===== src/rtl/rsn_pkg.sv =====
package rsn_pkg;
  localparam int WORD_W     = 32;
  localparam int SH_W       = 5;
  localparam int BYTE_W     = 8;
  localparam int HALF_W     = 16;
  localparam int BYTE_LANES = WORD_W / BYTE_W;
  localparam int HALF_LANES = WORD_W / HALF_W;
  localparam int BYTE_SH_W  = $clog2(BYTE_W);
  localparam int HALF_SH_W  = $clog2(HALF_W);

  typedef enum logic [1:0] {
    MODE_SHRA_B = 2'd0,
    MODE_SHRL_H = 2'd1,
    MODE_NARROW = 2'd2,
    MODE_IDLE   = 2'd3
  } rsn_mode_e;
endpackage


===== src/rtl/rsn_round_lane.sv =====
// Arithmetic right shift of one signed lane with optional round-half-up.
// Only the low OUT_W bits of the rounded value are produced.
module rsn_round_lane #(
  parameter int IN_W  = 8,
  parameter int SH_W  = 3,
  parameter int OUT_W = 8
) (
  input  logic [IN_W-1:0]  lane_i,
  input  logic [SH_W-1:0]  sh_i,
  input  logic             rnd_i,
  output logic [OUT_W-1:0] lane_o
);
  localparam int IDX_W = $clog2(IN_W + 1);

  logic [IN_W:0]    ext;
  logic             rnd_bit;
  logic [OUT_W-1:0] shifted;

  // Index s of ext is bit s-1 of the lane. Index 0 is zero, so a zero shift never rounds.
  assign ext     = {lane_i, 1'b0};
  assign rnd_bit = rnd_i & ext[IDX_W'(sh_i)];
  assign shifted = OUT_W'($signed(lane_i) >>> sh_i);
  assign lane_o  = shifted + OUT_W'(rnd_bit);
endmodule


===== src/rtl/rsn_byte_path.sv =====
module rsn_byte_path
  import rsn_pkg::*;
(
  input  logic [WORD_W-1:0]    src_i,
  input  logic [BYTE_SH_W-1:0] sh_i,
  input  logic                 rnd_i,
  output logic [WORD_W-1:0]    res_o
);
  for (genvar k = 0; k < BYTE_LANES; k++) begin : g_lane
    rsn_round_lane #(
      .IN_W (BYTE_W),
      .SH_W (BYTE_SH_W),
      .OUT_W(BYTE_W)
    ) u_lane (
      .lane_i(src_i[k*BYTE_W +: BYTE_W]),
      .sh_i  (sh_i),
      .rnd_i (rnd_i),
      .lane_o(res_o[k*BYTE_W +: BYTE_W])
    );
  end
endmodule


===== src/rtl/rsn_half_path.sv =====
module rsn_half_path
  import rsn_pkg::*;
(
  input  logic [WORD_W-1:0]    src_i,
  input  logic [HALF_SH_W-1:0] sh_i,
  output logic [WORD_W-1:0]    res_o
);
  for (genvar k = 0; k < HALF_LANES; k++) begin : g_lane
    assign res_o[k*HALF_W +: HALF_W] = src_i[k*HALF_W +: HALF_W] >> sh_i;
  end
endmodule


===== src/rtl/rsn_narrow_path.sv =====
module rsn_narrow_path
  import rsn_pkg::*;
(
  input  logic [WORD_W-1:0] hi_src_i,
  input  logic [WORD_W-1:0] lo_src_i,
  input  logic [SH_W-1:0]   sh_i,
  input  logic              rnd_i,
  output logic [WORD_W-1:0] res_o
);
  localparam int NARROW_W = WORD_W / 2;

  rsn_round_lane #(
    .IN_W (WORD_W),
    .SH_W (SH_W),
    .OUT_W(NARROW_W)
  ) u_hi (
    .lane_i(hi_src_i),
    .sh_i  (sh_i),
    .rnd_i (rnd_i),
    .lane_o(res_o[WORD_W-1:NARROW_W])
  );

  rsn_round_lane #(
    .IN_W (WORD_W),
    .SH_W (SH_W),
    .OUT_W(NARROW_W)
  ) u_lo (
    .lane_i(lo_src_i),
    .sh_i  (sh_i),
    .rnd_i (rnd_i),
    .lane_o(res_o[NARROW_W-1:0])
  );
endmodule


===== src/rtl/rsn_shift_narrow.sv =====
module rsn_shift_narrow
  import rsn_pkg::*;
(
  input  logic [31:0] src_a_i,
  input  logic [31:0] src_b_i,
  input  logic [4:0]  shamt_i,
  input  logic [1:0]  mode_i,
  input  logic        round_i,
  output logic [31:0] result_o
);
  logic [WORD_W-1:0] byte_res;
  logic [WORD_W-1:0] half_res;
  logic [WORD_W-1:0] narrow_res;
  rsn_mode_e         mode;

  assign mode = rsn_mode_e'(mode_i);

  rsn_byte_path u_byte (
    .src_i(src_a_i),
    .sh_i (shamt_i[BYTE_SH_W-1:0]),
    .rnd_i(round_i),
    .res_o(byte_res)
  );

  rsn_half_path u_half (
    .src_i(src_a_i),
    .sh_i (shamt_i[HALF_SH_W-1:0]),
    .res_o(half_res)
  );

  rsn_narrow_path u_narrow (
    .hi_src_i(src_a_i),
    .lo_src_i(src_b_i),
    .sh_i    (shamt_i),
    .rnd_i   (round_i),
    .res_o   (narrow_res)
  );

  always_comb begin
    unique case (mode)
      MODE_SHRA_B: result_o = byte_res;
      MODE_SHRL_H: result_o = half_res;
      MODE_NARROW: result_o = narrow_res;
      default:     result_o = '0;
    endcase
  end
endmodule


===== config.mk =====
export PLATFORM = sky130hd
export DESIGN_NAME = rsn_shift_narrow
export DESIGN_NICKNAME = d
export VERILOG_FILES = /design/src/rtl/rsn_pkg.sv /design/src/rtl/rsn_round_lane.sv /design/src/rtl/rsn_byte_path.sv /design/src/rtl/rsn_half_path.sv /design/src/rtl/rsn_narrow_path.sv /design/src/rtl/rsn_shift_narrow.sv
export SDC_FILE = /design/constraint.sdc
export NUM_CORES = 1
export LEC_CHECK = 0
export ABC_CLOCK_PERIOD_IN_PS = 6100
export CAP_MARGIN = 20
export CORE_ASPECT_RATIO = 0.5
export CORE_UTILIZATION = 45
export DETAILED_ROUTE_END_ITERATION = 7
export GPL_TIMING_DRIVEN = 0
export PLACE_DENSITY = 0.68
export SLEW_MARGIN = 25
export SYNTH_ARGS = -nofsm -noshare
export SYNTH_HDL_FRONTEND = slang
export SYNTH_SLANG_ARGS = --single-unit

===== constraint.sdc =====
create_clock -name vclk -period 6.1
set_input_delay 0.61 -clock vclk [all_inputs]
set_output_delay 0.61 -clock vclk [all_outputs]
set_load 0.005 [all_outputs]

==> flow_summary.json, run 1 <==
{
  "outcome": "finished with violations",
  "violations": "design-rule violations",
  "drt-initial-drc-count": 1484,
  "fill_cells": 1407,
  "seq_cells": 0,
  "p_per_area_nw_per_um2": 108,
  "num_rows": 31,
  "ir_worst_vdd_mv": 0.0703,
  "dp_hpwl_um": 30700,
  "die_x_um": 177,
  "total_power_mw": 0.889,
  "avgViaCountPerCell": 7.70,
  "yosys_warnings": 0,
  "fin_area_um2": 8210,
  "start_util": 0.469,
  "wl_per_cell_um": 33.7,
  "timing.final.hold_violations": 0,
  "syn_inst": 853,
  "grt_max_degree": 20,
  "min_path_type": "in2out",
  "critPathKind": "in2out",
  "use_met1": 0.634,
  "io_buffers": 97,
  "die_y_um": 89.5,
  "slew_headroom": 0.207,
  "fin_crit_ps": 5960,
  "required_ps": 5490,
  "area_delta_synth_final_pct": 19.1,
  "grt_overflow": 0,
  "maxCapViolations": 0,
  "met2_usage": 0.671,
  "syn_avg_cell_area_um2": 8.08,
  "cts_setup_buffers": 0,
  "synth_top_cell_by_area": "mux4_2",
  "path_max_fanout": 19,
  "ys_types": 81,
  "top_usage_layer": "met2",
  "post-route-drc-count": 2,
  "worstPathArrival_ps": 5350,
  "seq_area_frac_synth": 0,
  "antenna_found_initial": 1,
  "end_kind": "output pin",
  "synth_top_cell_area_share": 0.154,
  "grt_use_met3": 0.223,
  "slew_viol_final": 0,
  "grt_pass1_vias": 7978,
  "nets": 1033,
  "grt_first_pass_wirelength_um": 53900,
  "synth_area_leaders": "mux4_2 15%, mux2i_1 12%, mux4_1 8.0%",
  "synth.most_common_cell": "nand2_1",
  "coreArea_um2": 14700,
  "grtUsageTotal": 0.480,
  "firstDrtPassIters": 8,
  "hold_buffers": 0,
  "syn-num-nets": 937,
  "via_count": 8821,
  "seq_area_um2": 0,
  "place.gp.congestion": 1.09,
  "power_leakage_nw": 3.08,
  "routed_wl_um": 38500,
  "diodes": 0,
  "rsz0062_at_grt": "no",
  "die_area_um2": 15800,
  "io_pins": 104,
  "fin_crit_sh": 0.978,
  "worst_pin_slew_ps": 1190,
  "ant_nets": 0,
  "placed_cell_area_um2": 8110,
  "drive_gt1_frac": 0.157,
  "synth_common_cells": "104 x nand2_1, 80 x mux2i_1, 68 x nor2_1, 47 x mux4_2, 39 x clkbuf_1",
  "syn_area_um2": 6890,
  "clock_buffers": 0,
  "start_kind": "input pin",
  "max_freq_mhz": 168,
  "finalSetupViolations": 0
}
## worst max-delay path: stages
cell	delay (ps)
dlygate4sd2_1	370
buf_6	230
buf_4	280
buf_8	230
buf_4	250
buf_2	260
buf_4	270
a211oi_1	110
a211oi_1	230
a21oi_1	150
nor2_1	270
ha_4	230
inv_1	50
a31o_2	290
nor4_4	220
nand2_1	140
or4_1	520
nand3_1	100
clkdlybuf4s50_1	500
## where the power goes
group / switching (mW) / internal (mW)
registers: 0 / 0
clock network: 0 / 0
logic: 0.532 / 0.357
total: 0.532 / 0.357
## stage by stage
step / hold WS [ps] / setup TNS [ps] / util / setup WS [ps] / cells
CTS: 2180 / 0 / 0.557 / 44.8 / 1145
detailed placement: 2180 / -27760 / 0.552 / -1540 / 1148
global route: 2230 / 0 / 0.559 / 24.0 / 1145
floorplan: 1520 / 0 / - / 1220 / 853
finish: 2200 / 0 / 0.559 / 136 / 1145
global placement: 2180 / -28250 / 0.552 / -1590 / 1148
## cells in the final DEF, fill, tap and decap left out, drive strengths merged, types with 10 or more instances in the layout
| master | netlist | final |
|---|---|---|
| a211oi | 17 | 17 |
| a21oi | 38 | 38 |
| a221oi | 10 | 10 |
| a22oi | 20 | 20 |
| and2 | 15 | 15 |
| buf | 43 | 42 |
| clkbuf | 39 | 37 |
| clkdlybuf4s50 | 0 | 95 |
| ha | 12 | 12 |
| inv | 18 | 18 |
| mux2 | 31 | 31 |
| mux2i | 80 | 80 |
| mux4 | 68 | 68 |
| nand2 | 104 | 104 |
| nand2b | 11 | 11 |
| nand3 | 26 | 26 |
| nor2 | 68 | 68 |
| nor2b | 12 | 12 |
| nor3b | 12 | 12 |
| o211ai | 10 | 10 |
| o21ai | 40 | 40 |
| o221ai | 11 | 11 |
| o22ai | 12 | 12 |
| xnor2 | 27 | 27 |
| xor2 | 15 | 15 |
## layout make-up
type / count / area (um2) / share of cell area
multi-input cells: 753 / 6400 / 0.780
repair buffers: 97 / 968 / 0.118
plain buffers: 79 / 527 / 0.0641
well taps: 198 / 248 / 0.0302
inverters: 18 / 67.6 / 0.00823
## repair_timing
action / CTS / global route
setup endpoints to repair: 32 / 10
resized for setup: 33 / 8
pin swaps: 1 / 1
## cells by family after synthesis
group / share of synthesized area
muxes: 0.400
xor gates and xnor gates: 0.0534
buffers and inverters: 0.0782
and+or+nand+nor: 0.222
AOI/OAI and AO/OA: 0.225
adders and majority gates: 0.0218
## per-layer routing
layer	up-vias	routed length, um
met1	4170	15400
met4	6	2000
met5	-	100
met2	910	14300
met3	195	6760
li1	3540	-
## worst paths after layout
kind / endpoint / cells past startpoint / slack (ps) / startpoint
worst min-delay path: result_o[15] / 5 / 2200 / mode_i[1]
worst max-delay path: result_o[15] / 19 / 140 / shamt_i[2]
Note: power is estimated with default switching activity, not from simulation.
==> run 2: changes to the inputs <==
- SLEW_MARGIN: 25 -> default
==> run 2 against run 1 <==
  * The run still ends with design-rule violations left
  * Core utilization rose by 0.15 points
  * Highest routed layer unchanged
  * Combinational power about the same
  * Non-clock buffer count rose by 2
==> flow_summary.json, run 2 (same netlist as run 1, synthesis figures left out) <==
{
  "outcome": "finished with violations",
  "violations": "design-rule violations",
  "coreArea_um2": 14700,
  "min_path_type": "in2out",
  "routed_wl_um": 38700,
  "fill_cells": 1406,
  "start_util": 0.469,
  "seq_area_um2": 0,
  "grt_max_degree": 20,
  "ant_nets": 0,
  "fin_util": 0.560,
  "grt_first_pass_wirelength_um": 53900,
  "routed.top_layer": "met5",
  "die_y_um": 89.5,
  "p_comb_frac": 1.000,
  "post_layout_nonfiller_instances": 1147,
  "wl_per_cell_um": 33.7,
  "placed_cells": 1148,
  "avgViaCountPerCell": 7.76,
  "clkPwrFrac": 0,
  "rsz0062_at_grt": "no",
  "antenna_found_initial": 1,
  "required_ps": 5490,
  "grt_pass1_vias": 7978,
  "maxCapViolations": 0,
  "seq_cells": 0,
  "routed-wl-met3_um": 6770,
  "ir_worst_vdd_mv": 0.0706,
  "finalSetupViolations": 0,
  "grt_overflow": 0,
  "end_kind": "output pin",
  "slew_viol_final": 0,
  "fin_crit_sh": 0.991,
  "cts_setup_buffers": 0,
  "m1WireLength_um": 15300,
  "layout_commonest_cell": "nand2_1",
  "num_rows": 31,
  "firstDrtPassIters": 8,
  "dp_hpwl_um": 30700,
  "max_freq_mhz": 165,
  "post-route-drc-count": 4,
  "hold_buffers": 0,
  "worst_pin_slew_ps": 1230,
  "power_leakage_nw": 3.12,
  "nets": 1035,
  "io_buffers": 97,
  "drt-initial-drc-count": 1455,
  "diodes": 0,
  "layout_common_cells": "104 x nand2_1, 95 x clkdlybuf4s50_1, 80 x mux2i_1, 68 x nor2_1, 47 x mux4_2",
  "timing.final.hold_violations": 0,
  "power_frac_seq": 0,
  "p_sw_mw": 0.534,
  "worstPathArrival_ps": 5430,
  "total_power_mw": 0.892,
  "fin_crit_ps": 6040,
  "clock_buffers": 0,
  "p_int_mw": 0.358,
  "swShare": 0.599,
  "die_x_um": 177,
  "wl_met2_um": 14400,
  "slew_headroom": 0.180,
  "path_max_fanout": 19,
  "via_count": 8902,
  "drive_gt1_frac": 0.157,
  "critPathKind": "in2out",
  "grtUsageTotal": 0.480,
  "place.gp.congestion": 1.09,
  "io_pins": 104,
  "die_area_um2": 15800,
  "multi_input_area_um2": 6400,
  "p_per_area_nw_per_um2": 108,
  "area_delta_synth_final_pct": 19.5,
  "start_kind": "input pin"
}
## run 2: cell types whose count changed in the layout (fill, tap and decap cells not counted)
cell | before | now
dlymetal6s2s_1 | 0 | 2
a2111oi_0 | 2 | 4
a2111oi_1 | 2 | 0
## run 2: path summary, 6_finish.rpt
check                       from      endpoint  cells past startpoint
worst max-delay path  shamt_i[2]   result_o[8]                     19
worst min-delay path   mode_i[1]  result_o[15]                      5
## run 2: metrics by stage
step | setup slack, ps | setup TNS, ps | cell area (um2) | hold slack [ps]
3_5_place_dp | -1540 | -27760 | 8110 | 2180
3_3_place_gp | -1590 | -28250 | 8110 | 2180
4_1_cts | 44.8 | 0 | 8190 | 2180
5_1_grt | 24.0 | 0 | 8240 | 2230
6_report | 57.3 | 0 | 8240 | 2210
2_1_floorplan | 1220 | 0 | 6890 | 1520
## run 2: critical path: stages
cell and delay, ps:
dlygate4sd2_1 360, buf_6 230, buf_4 280, buf_8 240
buf_4 250, buf_2 280, buf_4 290, a211oi_1 110
a211oi_1 230, a21oi_1 160, nor2_1 280, ha_4 240
ha_1 240, inv_1 100, nor4_4 360, nand3_1 120
a21oi_1 360, a221o_1 170, clkdlybuf4s50_1 490
## run 2: timing repair
item	in CTS	in global routing
gates resized for setup	33	8
pin swaps	1	1
gates cloned	0	0
endpoints found under the setup margin	32	10
## run 2: power groups by stage
stage | clock network [mW] | logic (mW) | registers (mW)
floorplan | 0 | 0.484 | 0
global placement | 0 | 0.817 | 0
detailed placement | 0 | 0.821 | 0
CTS | 0 | 0.832 | 0
global route | 0 | 0.905 | 0
finish | 0 | 0.892 | 0
## run 2: final cells by class
cell class | count | share of cell area
inverter | 18 | 0.00820
multi-input combinational | 753 | 0.777
buffer | 79 | 0.0640
tap | 198 | 0.0301
timing repair buffer | 99 | 0.121
## run 2: per-layer routing
metal,up-vias,GRT usage
met5,-,0.0685
met1,4219,0.634
met4,8,0.174
met2,926,0.671
met3,201,0.223
li1,3548,-
==> run 3: changes to the inputs <==
- CELL_PAD_IN_SITES_DETAIL_PLACEMENT: default -> 2
- CELL_PAD_IN_SITES_GLOBAL_PLACEMENT: default -> 2
- CORE_UTILIZATION: 45 -> 34
- PLACE_DENSITY: 0.68 -> default
- PLACE_DENSITY_LB_ADDON: default -> 0.1
==> run 3 against run 2 <==
  * Global-route usage is 5.7 points lower
  * Clock-buffer cell count unchanged
  * Critical path depth fell by 4
  * Largest cell class unchanged
  * First-iteration DRC count down 35%
  * Core utilization down 14 points
  * Sequential share of layout area stayed put
  * Maximum frequency fell by 0.20%
  * Combinational power rose by 0.6%
  * The run now ends clean
  * Via count shrank 2.1%
==> flow_summary.json, run 3 (same netlist as run 1, synthesis figures left out) <==
{
  "outcome": "finished clean",
  "setup_tns_ps": 0,
  "min_path_type": "in2out",
  "io_pins": 104,
  "start_kind": "input pin",
  "total_power_mw": 0.897,
  "path_max_fanout": 10,
  "max_freq_mhz": 165,
  "routed_wl_um": 44300,
  "required_ps": 5490,
  "diodes": 0,
  "firstDrtPassIters": 5,
  "placed_cells": 1217,
  "antenna_found_initial": 1,
  "coreArea_um2": 19600,
  "drt-initial-drc-count": 946,
  "ir_worst_vdd_mv": 0.0512,
  "ant_nets": 0,
  "critPathKind": "in2out",
  "via_count": 8716,
  "die_x_um": 203,
  "grt_first_pass_wirelength_um": 63200,
  "multi_input_area_um2": 6400,
  "die_area_um2": 20900,
  "wl_per_cell_um": 36.5,
  "worst_pin_slew_ps": 1150,
  "die_y_um": 103,
  "end_kind": "output pin",
  "slowest_stage": "clkbuf_1",
  "num_rows": 36,
  "crit_chain": "clkbuf_1, clkbuf_1, clkbuf_1, clkbuf_1, a21oi_1, nor2_1, ha_2, inv_1, a31o_2, nor4_4, buf_4, nand3_1, xnor2_1, o21ai_0, clkdlybuf4s50_1",
  "io_buffers": 97,
  "post-route-drc-count": 0,
  "avgViaCountPerCell": 7.18,
  "dp_hpwl_um": 36100,
  "path_common_cell": "clkbuf_1",
  "grt_pass1_vias": 8785,
  "seq_cells": 0,
  "critPathMaxStageDelay_ps": 670,
  "p_per_area_nw_per_um2": 107,
  "grt_overflow": 0,
  "holdWs_ps": 2300,
  "start_util": 0.351,
  "nets": 1034,
  "worstPathArrival_ps": 5440,
  "fin_crit_sh": 0.993,
  "fill_cells": 2280,
  "layout_common_cells": "103 x nand2_1, 95 x clkdlybuf4s50_1, 80 x mux2i_1, 68 x nor2_1, 47 x mux4_2",
  "timing.final.hold_violations": 0,
  "post_layout_nonfiller_instances": 1214,
  "drive_gt1_frac": 0.165,
  "fin_area_um2": 8340,
  "fin_crit_ps": 6050,
  "finalSetupViolations": 0,
  "slew_viol_final": 0,
  "maxCapViolations": 0,
  "placed_cell_area_um2": 8210,
  "area_delta_synth_final_pct": 21.0,
  "grt_max_degree": 20,
  "layout_commonest_cell": "nand2_1",
  "hold_buffers": 0,
  "grtUsageTotal": 0.423,
  "power_leakage_nw": 3.11,
  "place.gp.congestion": 1.02,
  "seq_area_um2": 0,
  "slew_headroom": 0.228,
  "clock_buffers": 0,
  "crit_family": "buffers and inverters",
  "crit_buf_inv": 7,
  "rsz0062_at_grt": "no"
}
==> run 3: cell types whose count changed in the layout (fill, tap and decap cells not counted), sizes merged <==
cell / before / now
buf: 42 / 40
clkbuf: 37 / 42
dlygate4sd2: 2 / 0
dlymetal6s2s: 2 / 0
==> run 3: timing repair <==
action | 4_1_cts | 5_1_grt
gates resized for setup | 40 | 17
pin swaps | 2 | 2
buffers inserted | 2 | 0
endpoints found under the setup margin | 32 | 18
==> run 3: tightest hold or removal path, cell delays in order <==
cell	delay, ps
clkbuf_1	240
nand3_1	140
o21ai_0	110
nand2_1	80
o31ai_1	60
clkdlybuf4s50_1	430
==> run 3: final timing paths <==
kind                    from     endpoint  depth (start not counted)
setup / recovery  shamt_i[4]  result_o[9]                         15
hold / removal     mode_i[0]  result_o[5]                          6
==> run 3: power by group <==
part / internal, mW / switching (mW) / total, mW
Clock: 0 / 0 / 0
Combinational: 0.358 / 0.539 / 0.897
Sequential: 0 / 0 / 0
==> run 3: area by class of cell <==
class,count,area share
Buffer,76,0.0649
Inverter,18,0.00870
Timing Repair Buffer,101,0.120
Multi-Input combinational cell,753,0.767
Tap cell,266,0.0399
==> run 3: per-stage QoR <==
stage	util	setup WS [ps]
floorplan	-	1220
global placement	0.417	-1820
detailed placement	0.418	-1900
CTS	0.424	21.0
global route	0.425	0.564
finish	0.425	45.4
==> run 3: layer usage <==
metal | vias to the layer above | global-route usage | share of wire
met1 | 4474 | 0.564 | 0.43
met3 | 115 | 0.139 | 0.12
met5 | - | 0 | 0
met2 | 593 | 0.639 | 0.41
met4 | 0 | 0.158 | 0.039
li1 | 3534 | - | -
